<file path="config.mk">
export PLATFORM = sky130hd
export DESIGN_NAME = chan_period_timer
export DESIGN_NICKNAME = d
export VERILOG_FILES = /design/src/rtl/ptmr_pkg.sv /design/src/rtl/ptmr_reload.sv /design/src/rtl/ptmr_down.sv /design/src/rtl/ptmr_seq.sv /design/src/rtl/chan_period_timer.sv
export SDC_FILE = /design/constraint.sdc
export NUM_CORES = 1
export LEC_CHECK = 0
export BUFFER_PORTS_ARGS = -buffer_cell sky130_fd_sc_hd__buf_2
export CAP_MARGIN = 0
export CORE_MARGIN = 5
export CORE_UTILIZATION = 45
export CTS_BUF_LIST = sky130_fd_sc_hd__clkbuf_2 sky130_fd_sc_hd__clkbuf_4 sky130_fd_sc_hd__clkbuf_8
export DETAILED_ROUTE_END_ITERATION = 6
export PLACE_DENSITY = 0.79
export SLEW_MARGIN = 30
export SYNTH_ARGS = -nofsm -noshare
export SYNTH_HDL_FRONTEND = slang
export SYNTH_HIERARCHICAL = 1
export SYNTH_SLANG_ARGS = --single-unit
</file>
<file path="constraint.sdc">
create_clock -name clk -period 2.6 [get_ports clk]
set_clock_uncertainty 0.2 [all_clocks]
set_input_delay 0 -clock clk [delete_from_list [all_inputs] [get_ports clk]]
set_output_delay 0 -clock clk [all_outputs]
set_load 0.01 [all_outputs]
</file>
<file path="src/rtl/ptmr_pkg.sv">
package ptmr_pkg;

    typedef enum logic {
        MODE_DIRECT  = 1'b0,
        MODE_DOUBLED = 1'b1
    } ptmr_mode_e;

endpackage

</file>
<file path="src/rtl/ptmr_reload.sv">
module ptmr_reload #(
    parameter int PER_W = 11,
    localparam int CNT_W = PER_W + 1
) (
    input  logic [PER_W-1:0]      period,
    input  ptmr_pkg::ptmr_mode_e  mode,
    output logic [CNT_W-1:0]      load_val
);

    // Doubled: shift up and force the LSB (OR, no adder). Direct: zero-extend.
    always_comb begin
        if (mode == ptmr_pkg::MODE_DOUBLED) begin
            load_val = {period, 1'b1};
        end else begin
            load_val = {1'b0, period};
        end
    end

endmodule

</file>
<file path="src/rtl/ptmr_down.sv">
module ptmr_down #(
    parameter int CNT_W = 12
) (
    input  logic             clk,
    input  logic             srst,
    input  logic             ce,
    input  logic [CNT_W-1:0] load_val,
    output logic [CNT_W-1:0] count,
    output logic             wrap
);

    typedef struct packed {
        logic [CNT_W-1:0] cnt;
    } down_st_t;

    down_st_t st_d, st_q;
    logic     at_zero;

    always_comb begin
        st_d    = st_q;
        at_zero = (st_q.cnt == '0);
        wrap    = ce & at_zero;
        if (ce) begin
            if (at_zero) begin
                st_d.cnt = load_val;
            end else begin
                st_d.cnt = st_q.cnt - CNT_W'(1);
            end
        end
    end

    always_ff @(posedge clk) begin
        if (srst) begin
            st_q <= '0;
        end else begin
            st_q <= st_d;
        end
    end

    assign count = st_q.cnt;

    // enabled nonzero count steps down by one
    a_r3_decrement: assert property (@(posedge clk) disable iff (srst)
        (ce && count != '0) |=> (count == $past(count) - CNT_W'(1)));

    // enabled zero count takes the reload value
    a_r4_reload: assert property (@(posedge clk) disable iff (srst)
        wrap |=> (count == $past(load_val)));

    // no enable, no movement
    a_r12_hold: assert property (@(posedge clk) disable iff (srst)
        !ce |=> $stable(count));

endmodule

</file>
<file path="src/rtl/ptmr_seq.sv">
module ptmr_seq #(
    parameter int SEQ_W = 3
) (
    input  logic             clk,
    input  logic             srst,
    input  logic             adv,
    output logic [SEQ_W-1:0] step
);

    typedef struct packed {
        logic [SEQ_W-1:0] pos;
    } seq_st_t;

    seq_st_t st_d, st_q;

    always_comb begin
        st_d = st_q;
        if (adv) begin
            st_d.pos = st_q.pos + SEQ_W'(1);
        end
    end

    always_ff @(posedge clk) begin
        if (srst) begin
            st_q <= '0;
        end else begin
            st_q <= st_d;
        end
    end

    assign step = st_q.pos;

    // each reload advances the step, wrapping naturally
    a_r7_advance: assert property (@(posedge clk) disable iff (srst)
        adv |=> (step == $past(step) + SEQ_W'(1)));

    // step changes only on a reload
    a_r7_hold: assert property (@(posedge clk) disable iff (srst)
        !adv |=> $stable(step));

endmodule

</file>
<file path="src/rtl/chan_period_timer.sv">
module chan_period_timer #(
    parameter int LO_W  = 8,
    parameter int HI_W  = 3,
    parameter int SEQ_W = 3,
    localparam int PER_W = LO_W + HI_W,
    localparam int CNT_W = PER_W + 1
) (
    input  logic             clk,
    input  logic             srst,
    input  logic             ce,
    input  logic [LO_W-1:0]  per_lo,
    input  logic [HI_W-1:0]  per_hi,
    input  logic             dbl_mode,
    output logic [CNT_W-1:0] count,
    output logic             tick,
    output logic [SEQ_W-1:0] step
);

    logic [PER_W-1:0] period;
    logic [CNT_W-1:0] load_val;
    ptmr_pkg::ptmr_mode_e mode;

    assign period = {per_hi, per_lo};
    assign mode   = ptmr_pkg::ptmr_mode_e'(dbl_mode);

    ptmr_reload #(.PER_W(PER_W)) u_reload (
        .period   (period),
        .mode     (mode),
        .load_val (load_val)
    );

    ptmr_down #(.CNT_W(CNT_W)) u_down (
        .clk      (clk),
        .srst     (srst),
        .ce       (ce),
        .load_val (load_val),
        .count    (count),
        .wrap     (tick)
    );

    ptmr_seq #(.SEQ_W(SEQ_W)) u_seq (
        .clk  (clk),
        .srst (srst),
        .adv  (tick),
        .step (step)
    );

    // a doubled-mode reload always leaves an odd count
    a_r2_odd_load: assert property (@(posedge clk) disable iff (srst)
        (tick && dbl_mode) |=> count[0]);

    // leaving reset, count and step start from zero
    a_r10_reset_clear: assert property (@(posedge clk) disable iff (srst)
        $fell(srst) |-> (count == '0 && step == '0));

    // a tick happens only on an enabled cycle
    a_r11_tick_enabled: assert property (@(posedge clk) disable iff (srst)
        tick |-> ce);

endmodule

</file>
After elaboration in Yosys (flattened, before gate mapping)
Index checks and enable logic that the tools add are counted.

storage, ports and cells
  register bits after elaboration = 15
  bits of input ports = 15
  logic and storage cells = 8

cells by class
  $add $sub $neg = 2
  multiplexer cells = 2
  bitwise operators = 1
  reductions and logical operators = 1

operators with widths
  operator                                                              count
  12-bit two-way mux                                                    2
  12-bit zero test                                                      1
  12-bit by 1-bit subtractor with 12-bit output, second input constant  1
  3-bit by 1-bit adder with 3-bit output, second input constant         1
  1-bit AND                                                             1

Longest topological paths before layout
  depth after elaboration = 2
  depth in mapped cells = 7

Hierarchy
Netlist, hierarchy kept.

modules (own cells, without submodules)
  module       times used  cells each  area each (µm²)  seq. area each (µm²)
  ptmr_down    1           91          760.7            240.2
  ptmr_reload  1           13          167.7            0.0
  ptmr_seq     1           11          121.4            60.1

Least setup slack after synthesis
No wires, ideal clock.

  path type = reg2reg
  start point = reg u_down.st_q, in the netlist u_down/count[2]
  end point = reg u_seq.st_q, in the netlist u_seq/step[1]
  setup time = 0.114 ns
  data arrival time = 1.900 ns
  data required time = 2.286 ns
  path slack = 0.386 ns
  cell stages (with the launch flop) = 6
  buffers on the path = 0
  clock period less this slack = 2.214 ns
  path through = dfxtp_1 > or4_4 > or2_2 > nor2_1 > mux2i_1 > nor2_1

between the ends
  longest elaborated chain between the ends = 2

RTL lines
  what                    RTL line                 source
  from (decl)             ptmr_down.sv:16          down_st_t st_d, st_q;
  from (signal assigned)  ptmr_down.sv:36          st_q <= st_d;
  12-bit zero test        ptmr_down.sv:21          at_zero = (st_q.cnt == '0);
  1-bit AND               ptmr_down.sv:22          wrap = ce & at_zero;
  via tick                chan_period_timer.sv:15  output logic tick,
  to (signal assigned)    ptmr_seq.sv:27           st_q <= st_d;
  to (decl)               ptmr_seq.sv:14           seq_st_t st_d, st_q;

The timed path passes the listed nets, and every way through them passes these cells.
A chain may end at the register's enable or synchronous reset.

Worst setup path after layout
  start point = reg u_down.st_q, in the netlist u_down/count[2]
  end point = out tick

between the ends
  longest elaborated chain between the ends = 2

RTL lines
  what              RTL line
  12-bit zero test  ptmr_down.sv:21
  1-bit AND         ptmr_down.sv:22
  to (decl)         chan_period_timer.sv:15

Every way passes these cells.

==> out/results.txt <==
Status - completed
CTS tree - yes
Final hold viol count - 0
Gate Count Post-Synth - 115
Post-synthesis sequential area ratio - 28.61%
Syn avg cell area - 9.128 um2
Synth top area share - 28.61%
Filler Cell Count - 185
Post-synthesis to final-layout area growth - 32.54%
Vias - 1103
Post-synth EDFFs - 0
DRC viols - 0
Die X - 58.30 um
Clock root buffer - clkbuf_4
Final worst path period share - 90.81%
Total negative slack - 0 ns
Placed insts - 172
Top_reg_cell synth - dfxtp_1
Layout cells sized above 1 - 34.78%
GPL Wtd Cong - 0.8703
Fin cells - 189
Maximum VDD drop - 620.3 uV
Max_slew headroom - 70.44%
CP max stage cell - or4_4
Top delay family on crit path - simple AND/OR/NAND/NOR gates
Pwr dens - 1051 nW/um2
Async S/R FF share, synth - 0%
Post-CTS Setup Bufs - 0
Slew Viols, Final - 0
Reg2reg end - u_seq/step[1]
Worst-Skew Late Latency - 0.30 ns
Boundary Pins - 31
H-tree depth - 1
Number of routed nets with antenna violations - 0
Drt via density - 5.836
Critical R2R Launch - u_down/count[2]
Crit-path max FO - 9
DR WL/cell - 15.03 um
Final setup violation count - 0
Peak Freq - 423.5 MHz
Core Box Area - 2212 um2
Net count after synthesis - 133
Max cap viols - 0
TritonCTS buffer count - 3
Clock sinks - 15
CTS max path bufs - 2
Initial antenna violation count - 0
WL final - 2.841 mm
Hold Crit Depth - 4
Total grt overflow - 0
Vias in the first global route - 1104
Clock slew at reported path FFs - 0.09 ns
Final Power - 1.462 mW
Placed cell area - 1231 um2
Min Tclk post-route - 2.361 ns
Tightest Pin Transition - 0.4424 ns
Yosys reg bits - 15
Mapped Area - 1050 um2
CP Capture Type - primary output
Global-route usage over all layers - 18.04%
Die area - 3399 um2
Largest cells by area after synthesis - dfxtp_1, mux2_4, mux2i_1, nor2_1, ha_1
LEAKAGE - 0.6082 nW
Hold_ws - 0.07708 ns
Initial DRC count - 29
Critical path arrival - 2.16 ns
# diodes - 0
IO buf count - 30
First-pass GRT wire length - 4.795 mm
Worst hold-check path type - in2reg
Pin count of the biggest net entering global routing - 17
CP required - 2.40 ns
Most frequent cells in the layout - buf_2, dfxtp_1, dlygate4sd3_1
Synth unique cells - 40
NumNets Final - 180
Most common cell after layout, fill and taps aside - buf_2
YS warnings - 6
Post-DP HPWL - 2.061 mm
# rows - 17
RSZ-0062 raised after global routing - no
Starting density of the core - 47.45%
Die Ht - 58.30 um
Reg2reg setup slack - 0.35 ns
Hold EP - u_down/count[7]
Slowest stage delay, CP - 0.60 ns
Crit-path cells - or4_4 -> or2_2 -> nor2_1 -> buf_2
Final Instance Area - 1391 um2
WP buf/inv - 1
Reg2Reg Depth - 5
Hold Crit Start - per_lo[6]
Yosys top cell by area - dfxtp_1
Crit path kind - reg2out
CP startpoint kind - flip-flop
Initial DRT Pass Iterations - 4
cell families after synthesis:
group / after synthesis / synth area share [%]
multiplexers: 16 / 19.31
adder cells (fa/ha/maj): 3 / 3.576
flip-flops: 15 / 28.61
AO/OA/AOI/OAI: 25 / 17.76
AND/OR/NAND/NOR: 46 / 25.98
XOR/XNOR: 1 / 0.8345
buffers and inverters: 9 / 3.933
layer usage:
| layer | GRT usage (%) | wire, um |
|---|---|---|
| met1 | 20.48 | 1151 |
| met2 | 30.62 | 1362 |
| met3 | 5.921 | 246 |
| met4 | 7.947 | 80 |
| met5 | 0 | 0 |
where the power goes:
| part | switching, mW | internal (mW) |
|---|---|---|
| registers | 0.123 | 0.313 |
| clock network | 0.0810 | 0.0703 |
| logic | 0.468 | 0.407 |
| total | 0.672 | 0.790 |
cell usage after synthesis (2+ instances only):
cell,number
nand3b_1,2
o21ai_0,2
inv_1,6
dfxtp_1,15
nand3_1,3
mux2_4,8
mux2_2,2
nor3_1,2
or2_2,3
nand2b_1,4
nor4_1,3
mux2i_1,6
or3_1,2
nand2_1,6
nor2_1,12
o31ai_1,2
a32oi_1,3
or4_1,2
ha_1,3
a21oi_1,4
clkbuf_1,2
a31oi_1,3
o32ai_1,3
stage by stage:
stage,util (%),setup slack [ns]
4_1_cts,62.90,0.2489
3_3_place_gp,55.66,0.4621
3_5_place_dp,55.66,0.3944
5_1_grt,62.90,0.1221
6_report,62.90,0.2389
2_1_floorplan,-,0.3860
what timing repair did:
item / 4_1_cts / 5_1_grt
hold buffers: 13 / 0
resized for setup: 0 / 0
hold endpoints to repair: 14 / 0
state kept, by name, summed over array words and instances (netlist names):
name          cells
u_seq/step        3
u_down/count     12
worst max path at each step:
stage                          startpoint             to  slack, ns  cells past startpoint
final                     u_down/count[2]           tick       0.24                      4
after global placement    u_down/count[2]  u_seq/step[1]       0.46                      5
after global routing      u_down/count[2]           tick       0.12                      4
after floorplan           u_down/count[2]  u_seq/step[1]       0.39                      5
after detailed placement  u_down/count[2]  u_seq/step[1]       0.39                      5
after CTS                 u_down/count[2]           tick       0.25                      4
layout make-up:
type                            instances  area (um2)  share of cell area (%)
Multi-Input combinational cell         91       708.2                   50.90
Sequential cell                        15       300.3                   21.58
Timing Repair Buffer                   45       295.3                   21.22
Tap cell                               28       35.03                   2.518
Clock buffer                            4       30.03                   2.158
Inverter                                6       22.52                   1.619
worst reg2reg max path: stages, from the launching register on:
cell     delay (ns)
dfxtp_1        0.40
or4_4          0.60
or2_2          0.33
nor2_1         0.33
mux2i_1        0.23
nor2_1         0.05
No activity file was read; power rests on OpenSTA's default activity.
